`config.mk`:
```
export PLATFORM = sky130hd
export DESIGN_NAME = can_tx_cmd_seq
export DESIGN_NICKNAME = d
export VERILOG_FILES = /design/src/rtl/can_cmd_pkg.sv /design/src/rtl/can_cmd_decode.sv /design/src/rtl/can_tx_fsm.sv /design/src/rtl/can_aux_status.sv /design/src/rtl/can_tx_cmd_seq.sv
export SDC_FILE = /design/constraint.sdc
export NUM_CORES = 1
export LEC_CHECK = 0
export ABC_AREA = 1
export CAP_MARGIN = 20
export CORE_MARGIN = 2
export CORE_UTILIZATION = 39
export CTS_CLUSTER_SIZE = 10
export DETAILED_ROUTE_END_ITERATION = 8
export PLACE_DENSITY_LB_ADDON = 0.15
export SYNTH_ARGS = -nofsm -noshare
export SYNTH_HDL_FRONTEND = slang
export SYNTH_SLANG_ARGS = --single-unit
```
`constraint.sdc`:
```
create_clock -name clk_i -period 1.2 [get_ports clk_i]
set_input_delay 0.12 -clock clk_i [delete_from_list [all_inputs] [get_ports clk_i]]
set_output_delay 0.12 -clock clk_i [all_outputs]
set_load 0.1 [all_outputs]
```
`src/rtl/can_cmd_pkg.sv`:
```
package can_cmd_pkg;
  localparam int unsigned CMD_W     = 5;
  localparam int unsigned BIT_XMIT  = 0;
  localparam int unsigned BIT_ABORT = 1;
  localparam int unsigned BIT_RXREL = 2;
  localparam int unsigned BIT_OVCLR = 3;
  localparam int unsigned BIT_SELF  = 4;

  typedef enum logic [1:0] {
    TX_IDLE   = 2'd0,
    TX_PEND   = 2'd1,
    TX_ACTIVE = 2'd2
  } tx_state_e;

  typedef struct packed {
    logic xmit;
    logic self_rx;
    logic single;
    logic abort;
    logic rx_rel;
    logic ov_clr;
  } cmd_dec_t;
endpackage

```
`src/rtl/can_cmd_decode.sv`:
```
module can_cmd_decode
  import can_cmd_pkg::*;
(
  input  logic             we_i,
  input  logic [CMD_W-1:0] wdata_i,
  output cmd_dec_t         dec_o
);
  logic any_tx;
  assign any_tx = wdata_i[BIT_XMIT] | wdata_i[BIT_SELF];

  always_comb begin
    dec_o         = '0;
    dec_o.xmit    = we_i & any_tx;
    dec_o.self_rx = we_i & wdata_i[BIT_SELF];
    // abort bit alongside a transmit bit selects single-shot
    dec_o.single  = we_i & any_tx & wdata_i[BIT_ABORT];
    dec_o.abort   = we_i & ~any_tx & wdata_i[BIT_ABORT];
    dec_o.rx_rel  = we_i & wdata_i[BIT_RXREL];
    dec_o.ov_clr  = we_i & wdata_i[BIT_OVCLR];
  end
endmodule

```
`src/rtl/can_tx_fsm.sv`:
```
module can_tx_fsm
  import can_cmd_pkg::*;
(
  input  logic clk_i,
  input  logic rst_ni,
  input  logic xmit_i,
  input  logic self_i,
  input  logic single_i,
  input  logic abort_i,
  input  logic eng_start_i,
  input  logic eng_ok_i,
  input  logic eng_err_i,
  output logic req_o,
  output logic busy_o,
  output logic free_o,
  output logic done_o,
  output logic self_o,
  output logic no_retry_o
);
  tx_state_e state_q;
  logic      abort_q;
  logic      abort_now;

  assign abort_now = abort_q | abort_i;

  always_ff @(posedge clk_i or negedge rst_ni) begin
    if (!rst_ni) begin
      state_q    <= TX_IDLE;
      abort_q    <= 1'b0;
      done_o     <= 1'b1;
      self_o     <= 1'b0;
      no_retry_o <= 1'b0;
    end else begin
      unique case (state_q)
        TX_IDLE: if (xmit_i) begin
          state_q    <= TX_PEND;
          done_o     <= 1'b0;
          self_o     <= self_i;
          no_retry_o <= single_i;
          abort_q    <= 1'b0;
        end
        TX_PEND: begin
          if (eng_start_i) begin
            // frame already on the bus: abort only suppresses retry
            state_q <= TX_ACTIVE;
            abort_q <= abort_i;
          end else if (abort_i) begin
            state_q <= TX_IDLE;
            done_o  <= 1'b1;
          end
        end
        TX_ACTIVE: begin
          if (eng_ok_i) begin
            state_q <= TX_IDLE;
            done_o  <= 1'b1;
          end else if (eng_err_i) begin
            if (no_retry_o || abort_now) begin
              state_q <= TX_IDLE;
              done_o  <= abort_now;
            end else begin
              state_q <= TX_PEND;
            end
          end else if (abort_i) begin
            abort_q <= 1'b1;
          end
        end
        default: state_q <= TX_IDLE;
      endcase
    end
  end

  assign req_o  = (state_q == TX_PEND);
  assign busy_o = (state_q == TX_ACTIVE);
  assign free_o = (state_q == TX_IDLE);
endmodule

```
`src/rtl/can_aux_status.sv`:
```
module can_aux_status (
  input  logic clk_i,
  input  logic rst_ni,
  input  logic rx_rel_i,
  input  logic ov_clr_i,
  input  logic ovr_set_i,
  output logic rx_release_o,
  output logic ovr_clear_o,
  output logic ovr_flag_o
);
  always_ff @(posedge clk_i or negedge rst_ni) begin
    if (!rst_ni) begin
      rx_release_o <= 1'b0;
      ovr_clear_o  <= 1'b0;
      ovr_flag_o   <= 1'b0;
    end else begin
      rx_release_o <= rx_rel_i;
      ovr_clear_o  <= ov_clr_i;
      // a new overrun outranks a clear in the same cycle
      if (ovr_set_i)     ovr_flag_o <= 1'b1;
      else if (ov_clr_i) ovr_flag_o <= 1'b0;
    end
  end
endmodule

```
`src/rtl/can_tx_cmd_seq.sv`:
```
module can_tx_cmd_seq
  import can_cmd_pkg::*;
(
  input  logic             clk_i,
  input  logic             rst_ni,
  input  logic             cmd_we_i,
  input  logic [CMD_W-1:0] cmd_wdata_i,
  input  logic             eng_start_i,
  input  logic             eng_ok_i,
  input  logic             eng_err_i,
  input  logic             ovr_set_i,
  output logic             tx_req_o,
  output logic             tx_busy_o,
  output logic             tx_buf_free_o,
  output logic             tx_done_o,
  output logic             self_rx_o,
  output logic             no_retry_o,
  output logic             rx_release_o,
  output logic             ovr_clear_o,
  output logic             ovr_flag_o
);
  cmd_dec_t dec;

  can_cmd_decode u_dec (
    .we_i    (cmd_we_i),
    .wdata_i (cmd_wdata_i),
    .dec_o   (dec)
  );

  can_tx_fsm u_fsm (
    .clk_i       (clk_i),
    .rst_ni      (rst_ni),
    .xmit_i      (dec.xmit),
    .self_i      (dec.self_rx),
    .single_i    (dec.single),
    .abort_i     (dec.abort),
    .eng_start_i (eng_start_i),
    .eng_ok_i    (eng_ok_i),
    .eng_err_i   (eng_err_i),
    .req_o       (tx_req_o),
    .busy_o      (tx_busy_o),
    .free_o      (tx_buf_free_o),
    .done_o      (tx_done_o),
    .self_o      (self_rx_o),
    .no_retry_o  (no_retry_o)
  );

  can_aux_status u_aux (
    .clk_i        (clk_i),
    .rst_ni       (rst_ni),
    .rx_rel_i     (dec.rx_rel),
    .ov_clr_i     (dec.ov_clr),
    .ovr_set_i    (ovr_set_i),
    .rx_release_o (rx_release_o),
    .ovr_clear_o  (ovr_clear_o),
    .ovr_flag_o   (ovr_flag_o)
  );
endmodule

```
==> reports/metrics.yaml, run 1 <==
status: "complete, but fails checks"
violations: "setup timing"
place_area_um2: 1030
post-place-ws_ns: -0.183
core_um2: 1490
worstPathMaxFanout: 4
p_clk_share_pct: 7.3
avgViaCountPerCell: 4.90
final_util_pct: 80.1
yosysWarnings: 0
synth-edff-count: 0
drt-pass1-iter-count: 4
hold_viol: 0
seqPwrFrac_pct: 16.5
powerDensity_nw_per_um2: 2620
syn_nets: 97
crit_type: "reg2out"
p_sw_mw: 1.57
drtIter0Drc: 20
grt_overflow: 0
synth_area_um2: 616
routed_wl_um: 1530
p_sw_share_pct: 50.5
fin_worst_skew_ns: 0.000728
synth_area_leader_cell: "dfrtp_1"
fin_cells: 135
wl_per_cell_um: 11.3
combPwrFrac_pct: 76.2
grt_pass1_vias: 627
diodes: 0
synth.avg_cell_area_um2: 7.69
fp.dieW_um: 43.7
dp.cells: 124
r2r-start: "u_fsm.state_q[1]"
clockBufferDepth: 2
cts-htree-levels: 1
io_buffers: 20
ys_top_cells_by_area: "dfrtp_1 (33%), nand2_1 (12%), ha_1 (10%), inv_1 (7.3%), a21oi_1 (4.9%)"
fin_crit_sh_pct: 113
grt_max_degree: 10
antenna_found_initial: 0
worstSkewPairLatency_ns: 0.26
multiInputGateArea_um2: 439
drv_cap: 0
fp-row-count: 14
finalPower_mw: 3.12
grt_first_pass_wirelength_um: 2420
postCtsHoldBufs: 0
globalplace.congestion: 0.803
ioPinCount: 21
worstPathArrival_ns: 1.24
reg2regPathDepth: 8
p_leak_nw: 0.581
synth.most_common_cell: "nand2_1"
synth.distinct_cells: 20
r2r_slack_ns: -0.12
p_int_mw: 1.55
cts.sinks: 9
tightest_slew_ns: 0.405
clk_pin_slew_ns: 0.05
die_height_um: 43.7
drive_gt1_share_pct: 48.7
cts_root_buf: "clkbuf_4"
ys.flop_type: "dfrtp_1"
finalSetupViolations: 7
required_ns: 1.08
synth_top_cell_area_share_pct: 32.5
layout_min_cycle_time_ns: 1.36
ant_nets: 0
synth_cells: 80
fill_cells: 98
via_count: 662
maxSlewHeadroom_pct: 72.9
fin_nets: 137
start_util_pct: 41.3
cts_tree: "done"
fin_area_um2: 1190
synth_seq_cells: 9
synthTopCellsByCount: "nand2_1 (20), inv_1 (12), dfrtp_1 (8), a21oi_1 (6)"
r2r_end: "u_fsm.abort_q"
drv_slew: 0
end_kind: "primary output"
areaGrowthSynthToFinish_pct: 93.7
dp_hpwl_um: 1140
track_usage_pct: 17.5
seq_area_um2: 229
ir_drop_uv: 2340
max_freq_mhz: 737
drc: 0
async_flop_share_pct: 100
die_area_um2: 1910
cts_buffers: 3
hp-class: "in2async"
setup_slack_ns: -0.156
start_kind: "flop"
rsz0062_at_grt: "yes"
synth_seq_area_share_pct: 36.8
==> power by group through the flow <==
| stage | Combinational [mW] | Sequential [mW] | Clock, mW |
|---|---|---|---|
| 2_1_floorplan | 0.999 | 0.832 | 0 |
| 3_3_place_gp | 2.02 | 0.509 | 0 |
| 3_5_place_dp | 2.04 | 0.510 | 0 |
| 4_1_cts | 2.26 | 0.514 | 0.238 |
| 5_1_grt | 2.49 | 0.524 | 0.252 |
| 6_report | 2.38 | 0.515 | 0.228 |
==> registers in the layout (all words and copies together), names as in the netlist <==
name                cells
u_aux.ovr_clear_o       1
u_fsm.done_o            1
u_fsm.state_q           2
u_fsm.self_o            1
u_aux.ovr_flag_o        1
u_fsm.no_retry_o        1
u_aux.rx_release_o      1
u_fsm.abort_q           1
==> metal layers <==
metal  wire, um  part of all wire (%)  vias up  global-route usage, %
met1        639                    42      305                   19.3
li1           -                     -      334                      -
met2        772                    51       19                   29.1
met5          0                     0        -                      0
met3         90                   5.9        4                   7.50
met4         25                   1.6        0                   7.88
==> layout by cell type, fill, tap and decap left out, drive strengths merged <==
cell,synthesis,routed
nand2,24,24
buf,0,24
inv,12,12
clkdlybuf4s50,0,11
dfrtp,8,8
o21ai,7,7
nor2,7,7
a21oi,7,7
nand3,6,6
ha,5,5
clkbuf,0,4
clkinv,1,1
nand4,1,1
a21o,1,1
dfstp,1,1
==> cells by family (layout without fill, tap and decap cells) <==
group	Yosys count	in the layout	share of synthesized area, %
adder cells (fa/ha/maj)	5	5	10.2
AO/OA/AOI/OAI	15	15	14.4
flip-flops	9	9	36.8
buffers and inverters	13	52	8.13
AND/OR/NAND/NOR	38	38	30.5
==> final cells by class <==
class	count	share of cell area [%]
multi-input cells	58	36.8
repair buffers	35	35.7
flip-flops and latches	9	19.2
inverters	13	4.41
clock buffers	4	2.20
well taps	16	1.68
==> what timing repair did <==
action,4_1_cts,5_1_grt
hold endpoints to repair,0,0
pin swaps,4,5
setup endpoints to repair,7,9
buffers inserted,5,2
gates resized for setup,17,6
==> critical path: stages (launching register included) <==
cell and delay [ns]:
dfrtp_1 0.39, buf_6 0.13, ha_4 0.17, buf_6 0.12, buf_12 0.15
==> metrics by stage <==
step	hold slack, ns	setup TNS [ns]
after floorplan	-0.176	-1.15
after global placement	0.440	-0.548
after detailed placement	0.441	-0.640
after CTS	0.159	-0.778
after global routing	0.186	-1.10
final	0.153	-0.776
==> worst max path at each step <==
stage	startpoint	end	slack, ns	depth (start not counted)
finish	u_fsm.state_q[1]	tx_busy_o	-0.16	4
global route	u_fsm.state_q[0]	tx_busy_o	-0.20	4
CTS	u_fsm.state_q[1]	tx_busy_o	-0.16	4
detailed placement	cmd_wdata_i[4]	u_fsm.state_q[0]	-0.18	7
global placement	cmd_wdata_i[4]	u_fsm.state_q[0]	-0.17	7
floorplan	u_fsm.state_q[1]	u_fsm.done_o	-0.23	9
Note: power is estimated with default switching activity, not from simulation.
==> run 2, diff against run 1 <==
- CAP_MARGIN: 20 -> not set
==> results of run 2 <==
Same layout as run 1: the final DEF is identical, and so are final timing and power.
